--- src/rtl/bus_cs_pkg.sv ---
package bus_cs_pkg;

  localparam int unsigned BUS_W   = 32;
  localparam int unsigned SECT_W  = 3;
  localparam int unsigned SUB_W   = 2;

  typedef enum logic [SECT_W-1:0] {
    SECT_LOW   = 3'b000,
    SECT_NVRAM = 3'b011,
    SECT_TOP   = 3'b111
  } sect_code_e;

  typedef struct packed {
    logic rom_oe_n;
    logic nvram_cs_n;
    logic rom2_cs_n;
    logic high_cs_n;
  } strobes_t;

  localparam strobes_t STROBES_IDLE = '{rom_oe_n: 1'b1, nvram_cs_n: 1'b1,
                                         rom2_cs_n: 1'b1, high_cs_n: 1'b1};

endpackage

--- src/rtl/bus_cs_rst_sync.sv ---
module bus_cs_rst_sync #(
  parameter int unsigned STAGES = 2
) (
  input  logic clk,
  input  logic rst_n,
  output logic rst_sync_n
);

  logic [STAGES-1:0] chain_q;
  logic [STAGES-1:0] chain_d;

  always_comb begin
    chain_d = {chain_q[STAGES-2:0], 1'b1};
  end

  always_ff @(posedge clk or negedge rst_n) begin
    if (!rst_n) begin
      chain_q <= '0;
    end else begin
      chain_q <= chain_d;
    end
  end

  assign rst_sync_n = chain_q[STAGES-1];

endmodule

--- src/rtl/bus_cs_capture.sv ---
module bus_cs_capture #(
  parameter int unsigned WIDTH = 3
) (
  input  logic             clk,
  input  logic             rst_n,
  input  logic             open_i,
  input  logic [WIDTH-1:0] d_i,
  output logic [WIDTH-1:0] q_o
);

  logic [WIDTH-1:0] store_q;
  logic [WIDTH-1:0] store_d;
  logic             store_en;

  // The register only captures while the gate is open; the output
  // is transparent during that time and shows the stored copy otherwise.
  always_comb begin
    store_en = open_i;
    store_d  = d_i;
  end

  always_ff @(posedge clk or negedge rst_n) begin
    if (!rst_n) begin
      store_q <= '0;
    end else if (store_en) begin
      store_q <= store_d;
    end
  end

  assign q_o = open_i ? d_i : store_q;


  closed_hold_chk: assert property (@(posedge clk) disable iff (!rst_n)
    (!open_i && $past(!open_i)) |-> $stable(q_o));

endmodule

--- src/rtl/bus_cs_region.sv ---
module bus_cs_region
  import bus_cs_pkg::*;
(
  input  logic [SECT_W-1:0] sect_i,
  input  logic [SUB_W-1:0]  sub_i,
  input  logic              active_i,
  input  logic              ras_n_i,
  input  logic              trqe_n_i,
  input  logic              qual_en_i,
  input  logic              qual_aux_i,
  output strobes_t          strobes_o
);

  logic sub_hit;
  logic top_hit;
  logic nv_hit;
  logic cycle_ok;
  logic rom_hit;

  always_comb begin
    sub_hit  = sub_i[0] & ~sub_i[1];
    nv_hit   = (sect_i == SECT_NVRAM);
    top_hit  = (sect_i == SECT_TOP) & ~sub_hit;
    cycle_ok = ~ras_n_i & ~trqe_n_i & qual_en_i;
    rom_hit  = top_hit & cycle_ok;

    strobes_o = STROBES_IDLE;
    if (active_i) begin
      strobes_o.nvram_cs_n = ~nv_hit;
      strobes_o.high_cs_n  = ~top_hit;
      strobes_o.rom_oe_n   = ~rom_hit;
      strobes_o.rom2_cs_n  = ~(rom_hit & qual_aux_i);
    end
  end

endmodule

--- src/rtl/bus_cs_decoder.sv ---
module bus_cs_decoder
  import bus_cs_pkg::*;
#(
  parameter int unsigned ADDR_W    = BUS_W,
  parameter int unsigned SUB_LSB   = 2,
  parameter int unsigned RST_STAGE = 2
) (
  input  logic              clk,
  input  logic              rst_n,
  input  logic [ADDR_W-1:0] bus_ad,
  input  logic              ale,
  input  logic              ras_n,
  input  logic              trqe_n,
  input  logic              qual_en,
  input  logic              qual_aux,
  output logic              rom_oe_n,
  output logic              nvram_cs_n,
  output logic              rom2_cs_n,
  output logic              high_cs_n
);

  localparam int unsigned SECT_LSB = ADDR_W - SECT_W;
  localparam int unsigned SUB_MSB  = SUB_LSB + SUB_W - 1;

  logic              rst_sync_n;
  logic [SECT_W-1:0] sect_held;
  logic [SUB_W-1:0]  sub_held;
  strobes_t          strobes;
  logic              unused_bits;

  assign unused_bits = ^{bus_ad[SECT_LSB-1:SUB_MSB+1], bus_ad[SUB_LSB-1:0]};

  bus_cs_rst_sync #(.STAGES(RST_STAGE)) u_rst_sync (
    .clk        (clk),
    .rst_n      (rst_n),
    .rst_sync_n (rst_sync_n)
  );

  bus_cs_capture #(.WIDTH(SECT_W)) u_sect_cap (
    .clk    (clk),
    .rst_n  (rst_sync_n),
    .open_i (ale),
    .d_i    (bus_ad[ADDR_W-1:SECT_LSB]),
    .q_o    (sect_held)
  );

  bus_cs_capture #(.WIDTH(SUB_W)) u_sub_cap (
    .clk    (clk),
    .rst_n  (rst_sync_n),
    .open_i (ale),
    .d_i    (bus_ad[SUB_MSB:SUB_LSB]),
    .q_o    (sub_held)
  );

  bus_cs_region u_region (
    .sect_i     (sect_held),
    .sub_i      (sub_held),
    .active_i   (rst_sync_n),
    .ras_n_i    (ras_n),
    .trqe_n_i   (trqe_n),
    .qual_en_i  (qual_en),
    .qual_aux_i (qual_aux),
    .strobes_o  (strobes)
  );

  assign rom_oe_n   = strobes.rom_oe_n;
  assign nvram_cs_n = strobes.nvram_cs_n;
  assign rom2_cs_n  = strobes.rom2_cs_n;
  assign high_cs_n  = strobes.high_cs_n;


  trqe_blocks_rom_chk: assert property (@(posedge clk) disable iff (!rst_n)
    trqe_n |-> rom_oe_n);


  rom_needs_ras_chk: assert property (@(posedge clk) disable iff (!rst_n)
    !rom_oe_n |-> (!ras_n && qual_en && !high_cs_n));


  rom2_within_rom_chk: assert property (@(posedge clk) disable iff (!rst_n)
    !rom2_cs_n |-> (!rom_oe_n && qual_aux));


  nv_top_exclusive_chk: assert property (@(posedge clk) disable iff (!rst_n)
    !nvram_cs_n |-> high_cs_n);


  release_quiet_chk: assert property (@(posedge clk) disable iff (!rst_n)
    $rose(rst_n) |-> (rom_oe_n && nvram_cs_n && rom2_cs_n && high_cs_n));

endmodule

--- config.mk ---
export PLATFORM = sky130hd
export DESIGN_NAME = bus_cs_decoder
export DESIGN_NICKNAME = d
export VERILOG_FILES = /design/src/rtl/bus_cs_pkg.sv /design/src/rtl/bus_cs_rst_sync.sv /design/src/rtl/bus_cs_capture.sv /design/src/rtl/bus_cs_region.sv /design/src/rtl/bus_cs_decoder.sv
export SDC_FILE = /design/constraint.sdc
export NUM_CORES = 1
export LEC_CHECK = 0
export BUFFER_PORTS_ARGS = -buffer_cell sky130_fd_sc_hd__clkbuf_2
export CAP_MARGIN = 15
export CORE_AREA = 8 8 45 47
export CTS_BUF_LIST = sky130_fd_sc_hd__clkbuf_8 sky130_fd_sc_hd__clkbuf_16
export CTS_CLUSTER_DIAMETER = 50
export DETAILED_ROUTE_END_ITERATION = 12
export DIE_AREA = 0 0 53 55
export PLACE_DENSITY_LB_ADDON = 0.3
export SKIP_CTS_REPAIR_TIMING = 1
export SLEW_MARGIN = 20
export SYNTH_ARGS = -nofsm -noshare
export SYNTH_HDL_FRONTEND = slang
export SYNTH_SLANG_ARGS = --single-unit
--- constraint.sdc ---
create_clock -name clk -period 2 [get_ports clk]
set_input_delay 0.1 -clock clk [delete_from_list [all_inputs] [get_ports clk]]
set_output_delay 0.1 -clock clk [all_outputs]
set_load 0.02 [all_outputs]
==> results.ini, run 1 <==
[global_route]
grt_util_all_layers=0.05061
antenna_found_initial=0
overflow=0
grt_max_degree=8
grt_pass1_vias=281
grt_pass1_wl_um=1076

[cells_and_area]
syn2layout_area_growth_pct=47.24
nets=88
antenna_cells=0
seq_area_sq_um=175.2
mostFrequentLayoutCell=clkbuf_2
fin_util=0.3382
layout_common_cells=clkbuf_2, nand2_1, dfrtp_1
multi_input_area_sq_um=142.6
drive_gt1_frac=0.4583
nFillCells=156

[sta]
post-route-min-period_ns=1.377
setup_violations=0
slew_violations=0
fmax_ghz=0.7260
fin_skew_ns=0.001526
setup_tns_ns=0
hold_violations=0
period_share=0.6887
fin_ws_ns=0.6227
rsz0062_at_grt=false

[synth]
synthAdderAreaFrac=0
synth_xor_area_frac=0
synth_compound_area_frac=0.07874
synth-seq-cells=7
synth_top_family_by_area=simple AND/OR/NAND/NOR gates
synth_fp_nets=67
ys_warn_count=0
syn-cell-area_sq_um=317.8
syn_inst=28
syn_area_per_cell_sq_um=11.35
synthSimpleGateAreaFrac=0.2520
ys_seq_area_frac=0.5512
synth_mux_area_frac=0.1063
synth_cell_type_count=10

[setup_path]
crit_slowest_cell=dfrtp_1
cp_top_family=flip-flops
max_stage_delay_ns=0.46
worst-path-max-fanout=7
crit-reg2reg-launch=u_sub_cap.store_q[1]
required_ns=1.90
cp.buffers_inverters=1
critPathLaunchType=register
cp_data_arrival_time_ns=1.28
critical_path.startpoint=u_rst_sync.chain_q[1]
crit_chain=nand2_1, o22ai_2, nand4_1, clkbuf_2
crit_type=reg -> out
endpoint_kind=primary output

[clock_tree]
cts_tree=yes
cts_buffers=3
cts-root-buf=clkbuf_8
insertion_delay_ns=0.22
path_clk_slew_ns=0.04
cts.sinks=7
clk_path_buf_depth=2
htreeDepth=1

[routing]
ant_nets=0
via_per_inst=4.000
num_vias=256
wirelength_um=628
drt-wirelength-per-cell_um=9.813
dr.pass1.iters=1
first_iter_violations=0
route.detailed.drc=0

[floorplan]
rows=14
die_y_um=55
die_w_um=53
ioPinCount=43
coreArea_sq_um=1384
start_util=0.2297
fp.dieArea_sq_um=2915

[power]
powerDensity_nw_per_um2=828.2
leakage_nw=0.2256
ir_drop_uv=309.9

[min_path]
hold_path.class=reg -> async

[place]
post-place-ws_ns=0.8268
dp_hpwl_um=555.2
port_buffers=15
place_congestion=0.6682

[run]
maxCapViolCount=0

[run_status]
status=finished clean

-- worst paths after layout --
kind / endpoint / slack, ns / cells after the start
hold reg to reg: u_sect_cap.store_q[2] / 0.09 / 0
max in group asynchronous: u_rst_sync.chain_q[0] / 1.70 / 2
hold / removal: u_sect_cap.store_q[2] / 0.09 / 0
setup / recovery: rom2_cs_n / 0.62 / 4
setup reg to reg: u_sub_cap.store_q[1] / 1.23 / 1
min in group clk: u_sub_cap.store_q[0] / 0.11 / 2
-- metal layers --
| metal | part of all wire | track usage | wire, um |
|---|---|---|---|
| met5 | 0 | 0 | 0 |
| met4 | 0 | 0.05172 | 0 |
| met3 | 0.12 | 0.01872 | 76 |
| met2 | 0.49 | 0.07813 | 309 |
| met1 | 0.39 | 0.05108 | 243 |
-- cells in the mapped netlist --
master	n	area (sq um)
nand2b_2	2	17.52
conb_1	1	3.750
nor2b_1	2	12.51
dfrtp_1	7	175.2
nand2_1	7	26.28
nand3_1	2	10.01
nor3b_1	1	7.510
nand4_1	1	6.260
o22ai_2	2	25.02
mux2_1	3	33.78
-- final cells by class --
type,count,area share
sequential,7,0.3743
multi-input combinational,21,0.3048
timing repair buffer,16,0.1818
clock buffer,3,0.08824
tap,16,0.04278
clock inverter,1,0.008021
-- where the power goes --
| part | switching [W] | total (W) | internal (W) |
|---|---|---|---|
| combinational | 0.0000198 | 0.0000426 | 0.0000228 |
| clock | 0.0000528 | 0.000185 | 0.000132 |
| sequential | 0.00000609 | 0.000160 | 0.000154 |
-- kinds of logic (layout without fill, tap and decap cells) --
| logic type | after synthesis | in the layout |
|---|---|---|
| flip-flops | 7 | 7 |
| other | 1 | 1 |
| AND/OR/NAND/NOR | 15 | 15 |
| multiplexers | 3 | 3 |
| buffers and inverters | 0 | 20 |
| AO/OA/AOI/OAI | 2 | 2 |
-- stage by stage --
step	hold WS, ns	area (sq um)	power [W]	cells
global placement	-0.1123	412.9	0.0002039	59
finish	0.08896	467.9	0.0003876	64
global route	0.1167	467.9	0.0004156	64
CTS	-0.3497	457.9	0.0003969	63
floorplan	-0.1956	317.8	0.0001856	28
detailed placement	-0.1121	412.9	0.0002046	59
-- flip-flops by register name, indices dropped and copies added (netlist names) --
name / flops
u_rst_sync.chain_q: 2
u_sect_cap.store_q: 3
u_sub_cap.store_q: 2
Power figures use the tool's default switching activity.
==> inputs of run 2 (changes only) <==
==> constraint.sdc (replaced) <==
create_clock -name clk -period 1.2 [get_ports clk]
set_input_delay 0.06 -clock clk [delete_from_list [all_inputs] [get_ports clk]]
set_output_delay 0.06 -clock clk [all_outputs]
set_load 0.02 [all_outputs]
==> run 2 against run 1 <==
  * The run now ends with negative setup slack left
  * Clock skew increased by 0.0019 ns
  * Count of clock-buffer cells in the layout is the same
  * Highest routed layer unchanged
  * Sequential power up 66%
  * Critical path type unchanged
  * Critical endpoint unchanged
==> results.ini, run 2 (synthesized netlist as in run 1, its figures left out) <==
[sta]
period_share=1.014
fin_skew_ns=0.003472  ; +0.001946 ns
slew_violations=0  ; unchanged
rsz0062_at_grt=true
post-route-min-period_ns=1.216
fin_ws_ns=-0.01627  ; -0.6389 ns
fmax_ghz=0.8222
setup_violations=1  ; +1
setup_tns_ns=-0.01627  ; -0.01627 ns
hold_violations=0  ; unchanged

[run]
maxCapViolCount=0  ; unchanged

[clock_tree]
path_clk_slew_ns=0.04  ; about the same
cts_tree=yes
clk_path_buf_depth=2  ; unchanged
cts-root-buf=clkbuf_8
htreeDepth=1  ; unchanged
insertion_delay_ns=0.23  ; about the same
cts.sinks=7  ; unchanged
cts_buffers=3  ; unchanged

[setup_path]
worst-path-max-fanout=4  ; -3
max_stage_delay_ns=0.40  ; -0.06 ns
endpoint_kind=primary output
cp_top_family=flip-flops
cp_data_arrival_time_ns=1.16  ; -0.12 ns
crit_slowest_cell=dfrtp_1
r2r_setup_slack_ns=0.39  ; -0.84 ns
crit_type=reg -> out
r2r_cells=1  ; unchanged
cp.buffers_inverters=1  ; unchanged
critPathLaunchType=register
required_ns=1.14  ; -0.76 ns
crit_cells=4  ; unchanged
crit_chain=nand2_2, o22ai_4, nand4_1, buf_4

[global_route]
overflow=0  ; unchanged
grt_max_degree=8  ; unchanged
grt_pass1_vias=259  ; -7.8%
grt_util_all_layers=0.05226  ; +0.001650
antenna_found_initial=0  ; unchanged
grt_pass1_wl_um=1041  ; -3.3%

[floorplan]
rows=14  ; unchanged
die_y_um=55  ; unchanged
start_util=0.2297  ; unchanged
fp.dieArea_sq_um=2915  ; unchanged
ioPinCount=43  ; unchanged
die_w_um=53  ; unchanged
coreArea_sq_um=1384  ; unchanged

[cells_and_area]
drive_gt1_frac=0.4898  ; +0.03146
top_register=u_sect_cap.store_q
antenna_cells=0  ; unchanged
syn2layout_area_growth_pct=55.51
largest_reg_flops=3  ; unchanged
nets=89  ; +1.1%
mostFrequentLayoutCell=clkbuf_2
layout_common_cells=clkbuf_2, dfrtp_1, nand2_1
largestRegisters=u_sect_cap.store_q: 3 flops, u_rst_sync.chain_q: 2 flops, u_sub_cap.store_q: 2 flops

[routing]
wirelength_um=691  ; +10%
num_vias=271  ; +5.9%
via_per_inst=4.169  ; +4.2%
drt-wirelength-per-cell_um=10.63  ; +8.3%
route.detailed.drc=0  ; unchanged
ant_nets=0  ; unchanged
first_iter_violations=5  ; +5
dr.pass1.iters=3  ; +2

[place]
dp_hpwl_um=584.6  ; +5.3%
place_congestion=0.6633  ; -0.73%
post-place-ws_ns=0.1902  ; -0.6366 ns
port_buffers=15  ; unchanged

[run_status]
status=finished, violations left
violations=negative setup slack

[power]
ir_drop_uv=501.7  ; +62%
leakage_nw=0.2302  ; +2.0%
powerDensity_nw_per_um2=1359  ; +64%

[min_path]
hold_path.class=reg -> async

==> run 2: changes by cell type in the layout (fill, tap and decap cells not counted), sizes merged <==
| cell | previous run | this run |
|---|---|---|
| buf | 0 | 5 |
| clkbuf | 18 | 14 |
==> run 2: final timing paths <==
kind / start / end
min in group clk: bus_ad[2] / u_sub_cap.store_q[0]
worst max register to register: u_sub_cap.store_q[1] / u_sub_cap.store_q[1]
worst min-delay path: u_rst_sync.chain_q[1] / u_sect_cap.store_q[0]
worst min register to register: u_rst_sync.chain_q[1] / u_sect_cap.store_q[0]
worst max-delay path: u_rst_sync.chain_q[1] / rom2_cs_n
max in group asynchronous: u_rst_sync.chain_q[1] / u_sub_cap.store_q[1]
==> run 2: final cells by class <==
cell class	count	area, sq um
clock buffer	3	41.29
multi-input combinational	21	152.6
timing repair buffer	17	101.3
clock inverter	1	3.754
fill	150	889.6
sequential	7	175.2
tap	16	20.02
==> run 2: layer usage <==
| metal | vias up | wire length (um) | GRT usage |
|---|---|---|---|
| li1 | 136 | - | - |
| met1 | 124 | 249 | 0.03870 |
| met2 | 11 | 342 | 0.08203 |
| met3 | 0 | 99 | 0.03476 |
| met4 | 0 | 0 | 0.06466 |
| met5 | - | 0 | 0 |
==> run 2: report_power, final <==
part	internal, W	total [W]	switching [W]	leakage (nW)
Combinational	0.0000436	0.0000835	0.0000399	0.121
Clock	0.000221	0.000322	0.000101	0.0269
Sequential	0.000257	0.000266	0.00000949	0.0827
Total	0.000521	0.000672	0.000150	0.230
==> run 2: per-stage QoR <==
stage | total power (W) | instances | hold WS (ns) | instance area, sq um | utilization
5_1_grt | 0.0007060 | 65 | 0.06228 | 494.2 | 0.3571
3_3_place_gp | 0.0003423 | 60 | -0.1525 | 420.4 | 0.3038
6_report | 0.0006717 | 65 | 0.05142 | 494.2 | 0.3571
3_5_place_dp | 0.0003453 | 60 | -0.1515 | 420.4 | 0.3038
4_1_cts | 0.0006687 | 64 | -0.3903 | 465.4 | 0.3363
2_1_floorplan | 0.0003094 | 28 | -0.2356 | 317.8 | -
